[config.mk]
export PLATFORM = sky130hd
export DESIGN_NAME = sram_ctl
export DESIGN_NICKNAME = d
export VERILOG_FILES = /design/src/rtl/sram_ctl_pkg.sv /design/src/rtl/sram_ctl_timer.sv /design/src/rtl/sram_ctl_seq.sv /design/src/rtl/sram_ctl_req_reg.sv /design/src/rtl/sram_ctl.sv
export SDC_FILE = /design/constraint.sdc
export NUM_CORES = 1
export LEC_CHECK = 0
export ABC_AREA = 1
export BUFFER_PORTS_ARGS = -buffer_cell sky130_fd_sc_hd__buf_2
export CORE_AREA = 2 2 68 70
export CTS_CLUSTER_SIZE = 30
export DETAILED_ROUTE_END_ITERATION = 8
export DIE_AREA = 0 0 70 72
export PLACE_DENSITY = 0.89
export SLEW_MARGIN = 10
export SYNTH_ARGS = -nofsm -noshare
export SYNTH_HDL_FRONTEND = slang
export SYNTH_SLANG_ARGS = --single-unit
[constraint.sdc]
create_clock -name clk -period 1.6 [get_ports clk]
set_input_delay 0.48 -clock clk [delete_from_list [all_inputs] [get_ports clk]]
set_output_delay 0.48 -clock clk [all_outputs]
set_load 0.02 [all_outputs]
[src/rtl/sram_ctl_pkg.sv]
package sram_ctl_pkg;

    typedef enum logic [2:0] {
        PH_IDLE,
        PH_TURN,
        PH_READ,
        PH_WSETUP,
        PH_WPULSE
    } phase_e;

    typedef struct packed {
        logic en_n;
        logic en_p;
        logic oe_n;
        logic we_n;
        logic drv;
    } pins_t;

    localparam pins_t PINS_IDLE  = '{en_n: 1'b1, en_p: 1'b0, oe_n: 1'b1, we_n: 1'b1, drv: 1'b0};
    localparam pins_t PINS_READ  = '{en_n: 1'b0, en_p: 1'b1, oe_n: 1'b0, we_n: 1'b1, drv: 1'b0};
    localparam pins_t PINS_WSET  = '{en_n: 1'b0, en_p: 1'b1, oe_n: 1'b1, we_n: 1'b1, drv: 1'b0};
    localparam pins_t PINS_WPUL  = '{en_n: 1'b0, en_p: 1'b1, oe_n: 1'b1, we_n: 1'b0, drv: 1'b1};

    function automatic int unsigned cdiv(input int unsigned num, input int unsigned den);
        return (num + den - 1) / den;
    endfunction

    function automatic int unsigned umax(input int unsigned a, input int unsigned b);
        return (a > b) ? a : b;
    endfunction

endpackage

[src/rtl/sram_ctl_timer.sv]
module sram_ctl_timer #(
    parameter int unsigned CW = 3
) (
    input  logic          clk,
    input  logic          rst_n,
    input  logic          load,
    input  logic [CW-1:0] load_val,
    output logic          last
);
    logic [CW-1:0] cnt_d, cnt_q;

    always_comb begin
        cnt_d = cnt_q;
        if (load) begin
            cnt_d = load_val;
        end else if (cnt_q != '0) begin
            cnt_d = cnt_q - 1'b1;
        end
    end

    always_ff @(posedge clk or negedge rst_n) begin
        if (!rst_n) cnt_q <= '0;
        else        cnt_q <= cnt_d;
    end

    assign last = (cnt_q == '0);
endmodule

[src/rtl/sram_ctl_seq.sv]
module sram_ctl_seq
    import sram_ctl_pkg::*;
#(
    parameter int unsigned RD_CYC = 4,
    parameter int unsigned WP_CYC = 3,
    parameter int unsigned CW     = 3
) (
    input  logic          clk,
    input  logic          rst_n,
    input  logic          req_valid,
    input  logic          req_write,
    input  logic          tmr_last,
    output logic          tmr_load,
    output logic [CW-1:0] tmr_val,
    output logic          take,
    output logic          capture,
    output pins_t         pins,
    output logic          done,
    output logic          ready
);
    typedef struct packed {
        phase_e phase;
        pins_t  pins;
        logic   done;
        logic   last_wr;
    } seq_t;

    localparam seq_t SEQ_RST = '{phase: PH_IDLE, pins: PINS_IDLE, done: 1'b0, last_wr: 1'b0};
    localparam logic [CW-1:0] RD_LOAD = CW'(RD_CYC - 1);
    localparam logic [CW-1:0] WP_LOAD = CW'(WP_CYC - 1);

    seq_t cur_q, nxt_d;

    always_comb begin
        nxt_d    = cur_q;
        nxt_d.done = 1'b0;
        tmr_load = 1'b0;
        tmr_val  = '0;
        take     = 1'b0;
        capture  = 1'b0;
        unique case (cur_q.phase)
            PH_IDLE: begin
                if (req_valid) begin
                    take = 1'b1;
                    if (req_write) begin
                        nxt_d.phase = PH_WSETUP;
                        nxt_d.pins  = PINS_WSET;
                    end else if (cur_q.last_wr) begin
                        nxt_d.phase   = PH_TURN;
                        nxt_d.last_wr = 1'b0;
                    end else begin
                        nxt_d.phase = PH_READ;
                        nxt_d.pins  = PINS_READ;
                        tmr_load    = 1'b1;
                        tmr_val     = RD_LOAD;
                    end
                end
            end
            PH_TURN: begin
                nxt_d.phase = PH_READ;
                nxt_d.pins  = PINS_READ;
                tmr_load    = 1'b1;
                tmr_val     = RD_LOAD;
            end
            PH_READ: begin
                if (tmr_last) begin
                    capture     = 1'b1;
                    nxt_d.phase = PH_IDLE;
                    nxt_d.pins  = PINS_IDLE;
                    nxt_d.done  = 1'b1;
                end
            end
            PH_WSETUP: begin
                nxt_d.phase = PH_WPULSE;
                nxt_d.pins  = PINS_WPUL;
                tmr_load    = 1'b1;
                tmr_val     = WP_LOAD;
            end
            PH_WPULSE: begin
                if (tmr_last) begin
                    nxt_d.phase   = PH_IDLE;
                    nxt_d.pins    = PINS_IDLE;
                    nxt_d.done    = 1'b1;
                    nxt_d.last_wr = 1'b1;
                end
            end
            default: nxt_d = SEQ_RST;
        endcase
    end

    always_ff @(posedge clk or negedge rst_n) begin
        if (!rst_n) cur_q <= SEQ_RST;
        else        cur_q <= nxt_d;
    end

    assign pins  = cur_q.pins;
    assign done  = cur_q.done;
    assign ready = (cur_q.phase == PH_IDLE);
endmodule

[src/rtl/sram_ctl_req_reg.sv]
module sram_ctl_req_reg #(
    parameter int unsigned AW = 17,
    parameter int unsigned DW = 8
) (
    input  logic          clk,
    input  logic          rst_n,
    input  logic          take,
    input  logic [AW-1:0] addr_in,
    input  logic [DW-1:0] data_in,
    input  logic          capture,
    input  logic [DW-1:0] dq_in,
    output logic [AW-1:0] addr_out,
    output logic [DW-1:0] wdata_out,
    output logic [DW-1:0] rdata_out
);
    typedef struct packed {
        logic [AW-1:0] addr;
        logic [DW-1:0] wdata;
        logic [DW-1:0] rdata;
    } hold_t;

    hold_t hold_d, hold_q;

    always_comb begin
        hold_d = hold_q;
        if (take) begin
            hold_d.addr  = addr_in;
            hold_d.wdata = data_in;
        end
        if (capture) begin
            hold_d.rdata = dq_in;
        end
    end

    always_ff @(posedge clk or negedge rst_n) begin
        if (!rst_n) hold_q <= '0;
        else        hold_q <= hold_d;
    end

    assign addr_out  = hold_q.addr;
    assign wdata_out = hold_q.wdata;
    assign rdata_out = hold_q.rdata;
endmodule

[src/rtl/sram_ctl.sv]
module sram_ctl
    import sram_ctl_pkg::*;
#(
    parameter int unsigned AW      = 17,
    parameter int unsigned DW      = 8,
    parameter int unsigned CLK_PS  = 10000,
    parameter int unsigned T_ACC_PS = 35000,
    parameter int unsigned T_OEA_PS = 10000,
    parameter int unsigned T_WEP_PS = 25000,
    parameter int unsigned T_DSU_PS = 20000,
    parameter int unsigned T_WCY_PS = 35000
) (
    input  logic          clk,
    input  logic          rst_n,
    input  logic          req_valid,
    input  logic          req_write,
    input  logic [AW-1:0] req_addr,
    input  logic [DW-1:0] req_wdata,
    output logic          req_ready,
    output logic [DW-1:0] rd_data,
    output logic          done,
    output logic [AW-1:0] mem_addr,
    output logic          mem_en_n,
    output logic          mem_en_p,
    output logic          mem_oe_n,
    output logic          mem_we_n,
    output logic [DW-1:0] mem_dq_out,
    output logic          mem_dq_oe,
    input  logic [DW-1:0] mem_dq_in
);
    localparam int unsigned RD_CYC = umax(umax(cdiv(T_ACC_PS, CLK_PS), cdiv(T_OEA_PS, CLK_PS)), 1);
    localparam int unsigned WP_CYC = umax(umax(cdiv(T_WEP_PS, CLK_PS), cdiv(T_DSU_PS, CLK_PS)),
                                          umax(cdiv(T_WCY_PS, CLK_PS), 2) - 1);
    localparam int unsigned MAXC   = umax(RD_CYC, WP_CYC);
    localparam int unsigned CW     = $clog2(MAXC + 1);

    logic          tmr_load;
    logic [CW-1:0] tmr_val;
    logic          tmr_last;
    logic          take;
    logic          capture;
    pins_t         pins;

    sram_ctl_timer #(.CW(CW)) u_timer (
        .clk      (clk),
        .rst_n    (rst_n),
        .load     (tmr_load),
        .load_val (tmr_val),
        .last     (tmr_last)
    );

    sram_ctl_seq #(.RD_CYC(RD_CYC), .WP_CYC(WP_CYC), .CW(CW)) u_seq (
        .clk       (clk),
        .rst_n     (rst_n),
        .req_valid (req_valid),
        .req_write (req_write),
        .tmr_last  (tmr_last),
        .tmr_load  (tmr_load),
        .tmr_val   (tmr_val),
        .take      (take),
        .capture   (capture),
        .pins      (pins),
        .done      (done),
        .ready     (req_ready)
    );

    sram_ctl_req_reg #(.AW(AW), .DW(DW)) u_req (
        .clk       (clk),
        .rst_n     (rst_n),
        .take      (take),
        .addr_in   (req_addr),
        .data_in   (req_wdata),
        .capture   (capture),
        .dq_in     (mem_dq_in),
        .addr_out  (mem_addr),
        .wdata_out (mem_dq_out),
        .rdata_out (rd_data)
    );

    assign mem_en_n  = pins.en_n;
    assign mem_en_p  = pins.en_p;
    assign mem_oe_n  = pins.oe_n;
    assign mem_we_n  = pins.we_n;
    assign mem_dq_oe = pins.drv;
endmodule

==> flow_summary.json, run 1 <==
{
  "status": "finished clean",
  "cts_tree": "yes",
  "finClkSkew_ns": 0.00569,
  "crit_required_ns": 1.12,
  "dpl.hpwl_mm": 3.14,
  "num-nets-final": 346,
  "layout-drive-gt1-share": 0.380,
  "max-cap-violations": 0,
  "place_ws_ns": 0.151,
  "diodes": 0,
  "place_area_um2": 2450,
  "cts_sinks": 46,
  "max_freq_mhz": 631,
  "syn_area_um2": 2020,
  "ys_warn_count": 0,
  "yosysUniqueCellTypes": 23,
  "fp.dieH_um": 72,
  "yosysMostFrequentCell": "nand2_1",
  "hold_viol_final": 0,
  "clk_latency_ns": 0.29,
  "critPathLaunchType": "register",
  "rsz0062_at_grt": "true",
  "setup_viol": 0,
  "synthFlopType": "dfrtp_1",
  "layout.cells.non_filler": 360,
  "avgSynthCellArea_um2": 9.13,
  "antenna_found_initial": 0,
  "clock-root-buffer": "clkbuf_8",
  "fin_setup_tns_ns": 0,
  "ant_nets": 0,
  "tightest_slew_ns": 0.445,
  "rows": 24,
  "grt_pass1_vias": 1645,
  "die_x_um": 70,
  "slew_headroom": 0.703,
  "synth_cells": 221,
  "grt_start_max_net_pins": 47,
  "viasPerCell": 4.91,
  "cts_buffers": 5,
  "dr_total_vias": 1769,
  "leakagePower_nw": 1.52,
  "clk_path_buf_depth": 2,
  "hold_slack_ns": 0.155,
  "worstPathMaxFanout": 4,
  "end_kind": "output pin",
  "synth_common_cells": "81 x nand2_1, 43 x dfrtp_1, 31 x nand3_1, 17 x inv_1, 9 x o21ai_2",
  "core-area_um2": 4260,
  "numPortBuffers": 76,
  "grt_pass1_wl_mm": 7.33,
  "dp.cells": 347,
  "path_class": "reg -> out",
  "drt-total-wl_mm": 4.26,
  "period_minus_slack_ns": 1.58,
  "drv_slew": 0,
  "ys_ff_latch": 46,
  "postSynth.asyncResetShare": 1.00,
  "min_period_over_period": 0.990,
  "syn_to_final_growth_pct": 30.0,
  "drt-initial-drc-count": 92,
  "arrival_ns": 1.10,
  "first_pass_iters": 5,
  "routedWlPerCell_um": 11.8,
  "hp-class": "in -> async",
  "setup_ws_ns": 0.0164,
  "synth.area.top_cells": "dfrtp_1 53%, nand2_1 15%, nand3_1 7.7%, dfstp_2 3.9%, o21ai_2 3.9%",
  "route.detailed.drc": 0,
  "synth_top_area_frac": 0.533,
  "ir_worst_vdd_v": 0.00109,
  "synth_nets": 260,
  "htree_levels": 2,
  "ios": 77,
  "die_area_um2": 5040,
  "yosys.area.top_type": "dfrtp_1",
  "route.met2.wl_mm": 2.04,
  "grt-ovfl-total": 0,
  "cts.clk_slew.worst_paths_ns": 0.08,
  "grt_use_total": 0.183,
  "stdcell_area_um2": 2620,
  "worstRegToRegCells": 8,
  "synth_enable_flop_cells": 0,
  "top_layer": "met4",
  "wl_met3_um": 287,
  "p_per_area_nw_per_um2": 2150,
  "ys_seq_area_frac": 0.573,
  "drt-met1-wl_mm": 1.90,
  "routabilityCongestion": 0.895,
  "initial_core_util": 0.473
}
==> kinds of logic (layout without fill, tap and decap cells) <==
| group | after synthesis | count (layout) | synth area share |
|---|---|---|---|
| buffers and inverters | 27 | 114 | 0.0695 |
| flip-flops | 46 | 46 | 0.573 |
| AND/OR/NAND/NOR | 128 | 128 | 0.279 |
| adder cells (fa/ha/maj) | 2 | 2 | 0.0124 |
| AO/OA/AOI/OAI | 17 | 17 | 0.0620 |
| XOR/XNOR | 1 | 1 | 0.00434 |
==> where the power goes <==
| part | total [mW] | switching (mW) | internal, mW |
|---|---|---|---|
| Sequential | 1.99 | 0.268 | 1.72 |
| Clock | 0.867 | 0.358 | 0.509 |
| Combinational | 2.79 | 1.80 | 0.984 |
==> flip-flops by register name, summed over array words and instances, names as in the netlist <==
register	flops
u_timer.cnt_q	3
u_req.addr_out	17
u_seq.cur_q	4
u_seq.done	1
u_req.wdata_out	8
u_req.rdata_out	8
u_seq.pins	5
==> repair_timing <==
item	4_1_cts	5_1_grt
setup buffers	4	1
pin swaps	1	0
resized for setup	3	3
hold buffers	0	0
endpoints found under the setup margin	1	4
==> stage by stage <==
step	total power [mW]	util
after floorplan	3.90	-
after global placement	4.57	0.576
after detailed placement	4.69	0.576
after CTS	5.66	0.612
after global routing	6.11	0.615
final	5.64	0.615
==> final cells by class <==
| class | count | area, um^2 |
|---|---|---|
| Fill cell | 373 | 1640 |
| Sequential cell | 46 | 1160 |
| Multi-Input combinational cell | 148 | 724 |
| Timing Repair Buffer | 88 | 489 |
| Clock buffer | 7 | 86.3 |
| Inverter | 18 | 70.1 |
| Tap cell | 52 | 65.1 |
| Clock inverter | 1 | 30.0 |
==> worst max-delay path, cell delays in order (launching register included) <==
cell and delay, ns:
dfrtp_1 0.42, nor2_4 0.13, nand2_2 0.08, inv_4 0.07, buf_6 0.11
==> worst paths after layout <==
kind | startpoint | end | slack (ns)
worst max-delay path | u_seq.cur_q[8] | req_ready | 0.02
min in group clk | req_addr[0] | u_req.addr_out[0] | 0.41
worst max register to register | u_timer.cnt_q[0] | u_req.rdata_out[0] | 0.19
max in group asynchronous | rst_n | u_seq.pins[2] | 1.17
worst min-delay path | rst_n | u_req.wdata_out[2] | 0.15
worst min register to register | u_req.addr_out[0] | u_req.addr_out[0] | 0.47
==> layout by cell type (no fill, tap or decap), types with 3 or more instances in the layout <==
cell type	count
buf_2	75
buf_4	11
clkbuf_8	6
dfrtp_1	42
dfstp_2	3
inv_1	16
nand2_1	81
nand3_1	31
nor2_1	7
o21ai_0	4
o21ai_2	9
==> metal layers <==
| metal | global-route usage | vias to the layer above |
|---|---|---|
| met5 | 0 | - |
| met4 | 0.0449 | 0 |
| met3 | 0.0500 | 4 |
| met2 | 0.305 | 71 |
| met1 | 0.241 | 821 |
| li1 | - | 873 |
Power figures use the tool's default switching activity.
==> inputs of run 2 (changes only) <==
BUFFER_PORTS_ARGS = not set   (was -buffer_cell sky130_fd_sc_hd__buf_2)
CELL_PAD_IN_SITES_DETAIL_PLACEMENT = 1   (was not set)
CELL_PAD_IN_SITES_GLOBAL_PLACEMENT = 2   (was not set)
CORE_AREA = 2 2 81 83   (was 2 2 68 70)
DIE_AREA = 0 0 83 85   (was 0 0 70 72)
DONT_BUFFER_PORTS = 1   (was not set)
PLACE_DENSITY = 0.88   (was 0.89)
SYNTH_HIERARCHICAL = 1   (was not set)
==> flow_summary.json, run 2 <==
{
  "clk_latency_ns": 0.29,
  "core-area_um2": 6200,
  "ys_warn_count": 6,
  "clk_path_buf_depth": 2,
  "critPathLaunchType": "register",
  "drt-initial-drc-count": 33,
  "layout.area.seq_um2": 1150,
  "die_x_um": 83,
  "fp.dieH_um": 85,
  "synth_top_area_frac": 0.514,
  "first_pass_iters": 4,
  "routedWlPerCell_um": 15.0,
  "worstPathMaxFanout": 7,
  "period_minus_slack_ns": 1.54,
  "max_freq_mhz": 651,
  "status": "finished clean",
  "synthFlopType": "dfrtp_1",
  "largest_register_ffs": 17,
  "critPathSlowestCell": "dfrtp_1",
  "synth_cells": 246,
  "fill_cells": 744,
  "cts.clk_slew.worst_paths_ns": 0.08,
  "postSynth.asyncResetShare": 1.00,
  "syn_area_um2": 2090,
  "syn_to_final_growth_pct": 12.1,
  "layout_common_cells": "127 x nand2_1, 43 x dfrtp_1, 12 x inv_1",
  "finClkSkew_ns": 0.00510,
  "final_common_cell": "nand2_1",
  "synth_common_cells": "129 x nand2_1, 43 x dfrtp_1, 15 x inv_1, 10 x nor2_1, 9 x buf_4",
  "grt_pass1_wl_mm": 8.25,
  "cts_buffers": 5,
  "routabilityCongestion": 0.713,
  "max-cap-violations": 0,
  "cts_tree": "yes",
  "avgSynthCellArea_um2": 8.51,
  "slowest_delay_ns": 0.42,
  "grt_pass1_vias": 1654,
  "diodes": 0,
  "initial_core_util": 0.337,
  "multi_input_area_um2": 802,
  "grt_use_total": 0.145,
  "htree_levels": 2,
  "final_util": 0.378,
  "die_area_um2": 7060,
  "ir_worst_vdd_v": 0.000776,
  "numPortBuffers": 0,
  "layout-drive-gt1-share": 0.177,
  "crit_required_ns": 1.12,
  "ant_nets": 0,
  "synth.area.top_cells": "dfrtp_1 51%, nand2_1 23%, dfstp_2 3.8%, buf_4 3.2%, buf_6 2.7%",
  "grt-ovfl-total": 0,
  "grt_start_max_net_pins": 44,
  "dr_total_vias": 1533,
  "viasPerCell": 4.63,
  "min_period_over_period": 0.960,
  "cts_sinks": 46,
  "path_class": "reg -> out",
  "route.detailed.drc": 0,
  "ios": 77,
  "dpl.hpwl_mm": 3.43,
  "num-nets-final": 293,
  "yosysMostFrequentCell": "nand2_1",
  "place_ws_ns": -0.00200,
  "regToRegSetupSlack_ns": 0.12,
  "hold_slack_ns": 0.0249,
  "end_kind": "output pin",
  "setup_ws_ns": 0.0635,
  "drv_slew": 0,
  "path_cells": "buf_6 > nor2_4",
  "yosys.area.top_type": "dfrtp_1",
  "leakagePower_nw": 1.24,
  "antenna_found_initial": 0,
  "synth_nets": 285,
  "p_per_area_nw_per_um2": 2390,
  "drt-total-wl_mm": 4.98,
  "clock-root-buffer": "clkbuf_8",
  "hp-class": "in -> async",
  "synth_enable_flop_cells": 0,
  "rows": 29,
  "setup_viol": 0,
  "yosysUniqueCellTypes": 23,
  "ys_seq_area_frac": 0.552,
  "ys_ff_latch": 46,
  "hold_viol_final": 0,
  "arrival_ns": 1.06
}
## run 2: kinds of logic (layout without fill, tap and decap cells)
logic type | after synthesis | in the layout | synth area share
and+or+nand+nor | 155 | 155 | 0.317
adders and majority gates | 2 | 2 | 0.0120
buffers and inverters | 32 | 40 | 0.0938
other | 1 | 1 | 0.00179
AOI/OAI and AO/OA | 10 | 10 | 0.0239
DFF | 46 | 46 | 0.552
## run 2: per-stage QoR
step / area (um^2) / instances / power, mW / TNS [ns]
6_report: 2350 / 331 / 5.60 / 0
2_1_floorplan: 2090 / 246 / 4.28 / 0
5_1_grt: 2350 / 331 / 6.15 / -0.00794
3_3_place_gp: 2110 / 314 / 4.51 / 0
3_5_place_dp: 2110 / 314 / 4.64 / -0.00200
4_1_cts: 2240 / 323 / 5.43 / 0
## run 2: worst max-delay path, delay by kind of cell, from the launching register on
kind | cells | cell delay [ns]
AND/OR/NAND/NOR | 1 | 0.19
flip-flops | 1 | 0.42
buffers and inverters | 1 | 0.15
## run 2: final timing paths
check                                       from                 end  cells past startpoint
worst min-delay path                       rst_n  u_req/wdata_out[2]                      1
worst max register to register  u_timer/cnt_q[1]      u_seq/cur_q[0]                      9
worst max-delay path              u_seq/cur_q[9]           req_ready                      2
worst min register to register     u_seq/pins[4]       u_seq/pins[4]                      2
min in group clk                    req_wdata[2]  u_req/wdata_out[2]                      2
max in group asynchronous                  rst_n       u_seq/pins[2]                      1
## run 2: routing by layer
metal,vias to the layer above,global-route usage,share of wire
met3,5,0.0477,0.073
met2,58,0.252,0.51
met4,0,0.0313,0.0080
met1,726,0.176,0.40
li1,744,-,-
met5,-,0,0
## run 2: power breakdown
part | leakage [nW] | switching [mW] | internal [mW]
Combinational | 0.625 | 1.39 | 0.819
Sequential | 0.569 | 0.974 | 1.76
Clock | 0.0438 | 0.372 | 0.294
## run 2: area by class of cell
| class | instances | share of cell area |
|---|---|---|
| flip-flops and latches | 46 | 0.492 |
| well taps | 77 | 0.0410 |
| clock buffers | 5 | 0.0293 |
| repair buffers | 15 | 0.0608 |
| multi-input cells | 168 | 0.342 |
| clock inverters | 2 | 0.00426 |
| inverters | 18 | 0.0309 |
## run 2: repair_timing
| action | in CTS | in global routing |
|---|---|---|
| endpoints found under the setup margin | 4 | 19 |
| setup buffers | 1 | 7 |
| hold endpoints to repair | 43 | 3 |
| hold buffers | 1 | 1 |
| gates resized for setup | 3 | 14 |
| pin swaps | 1 | 5 |
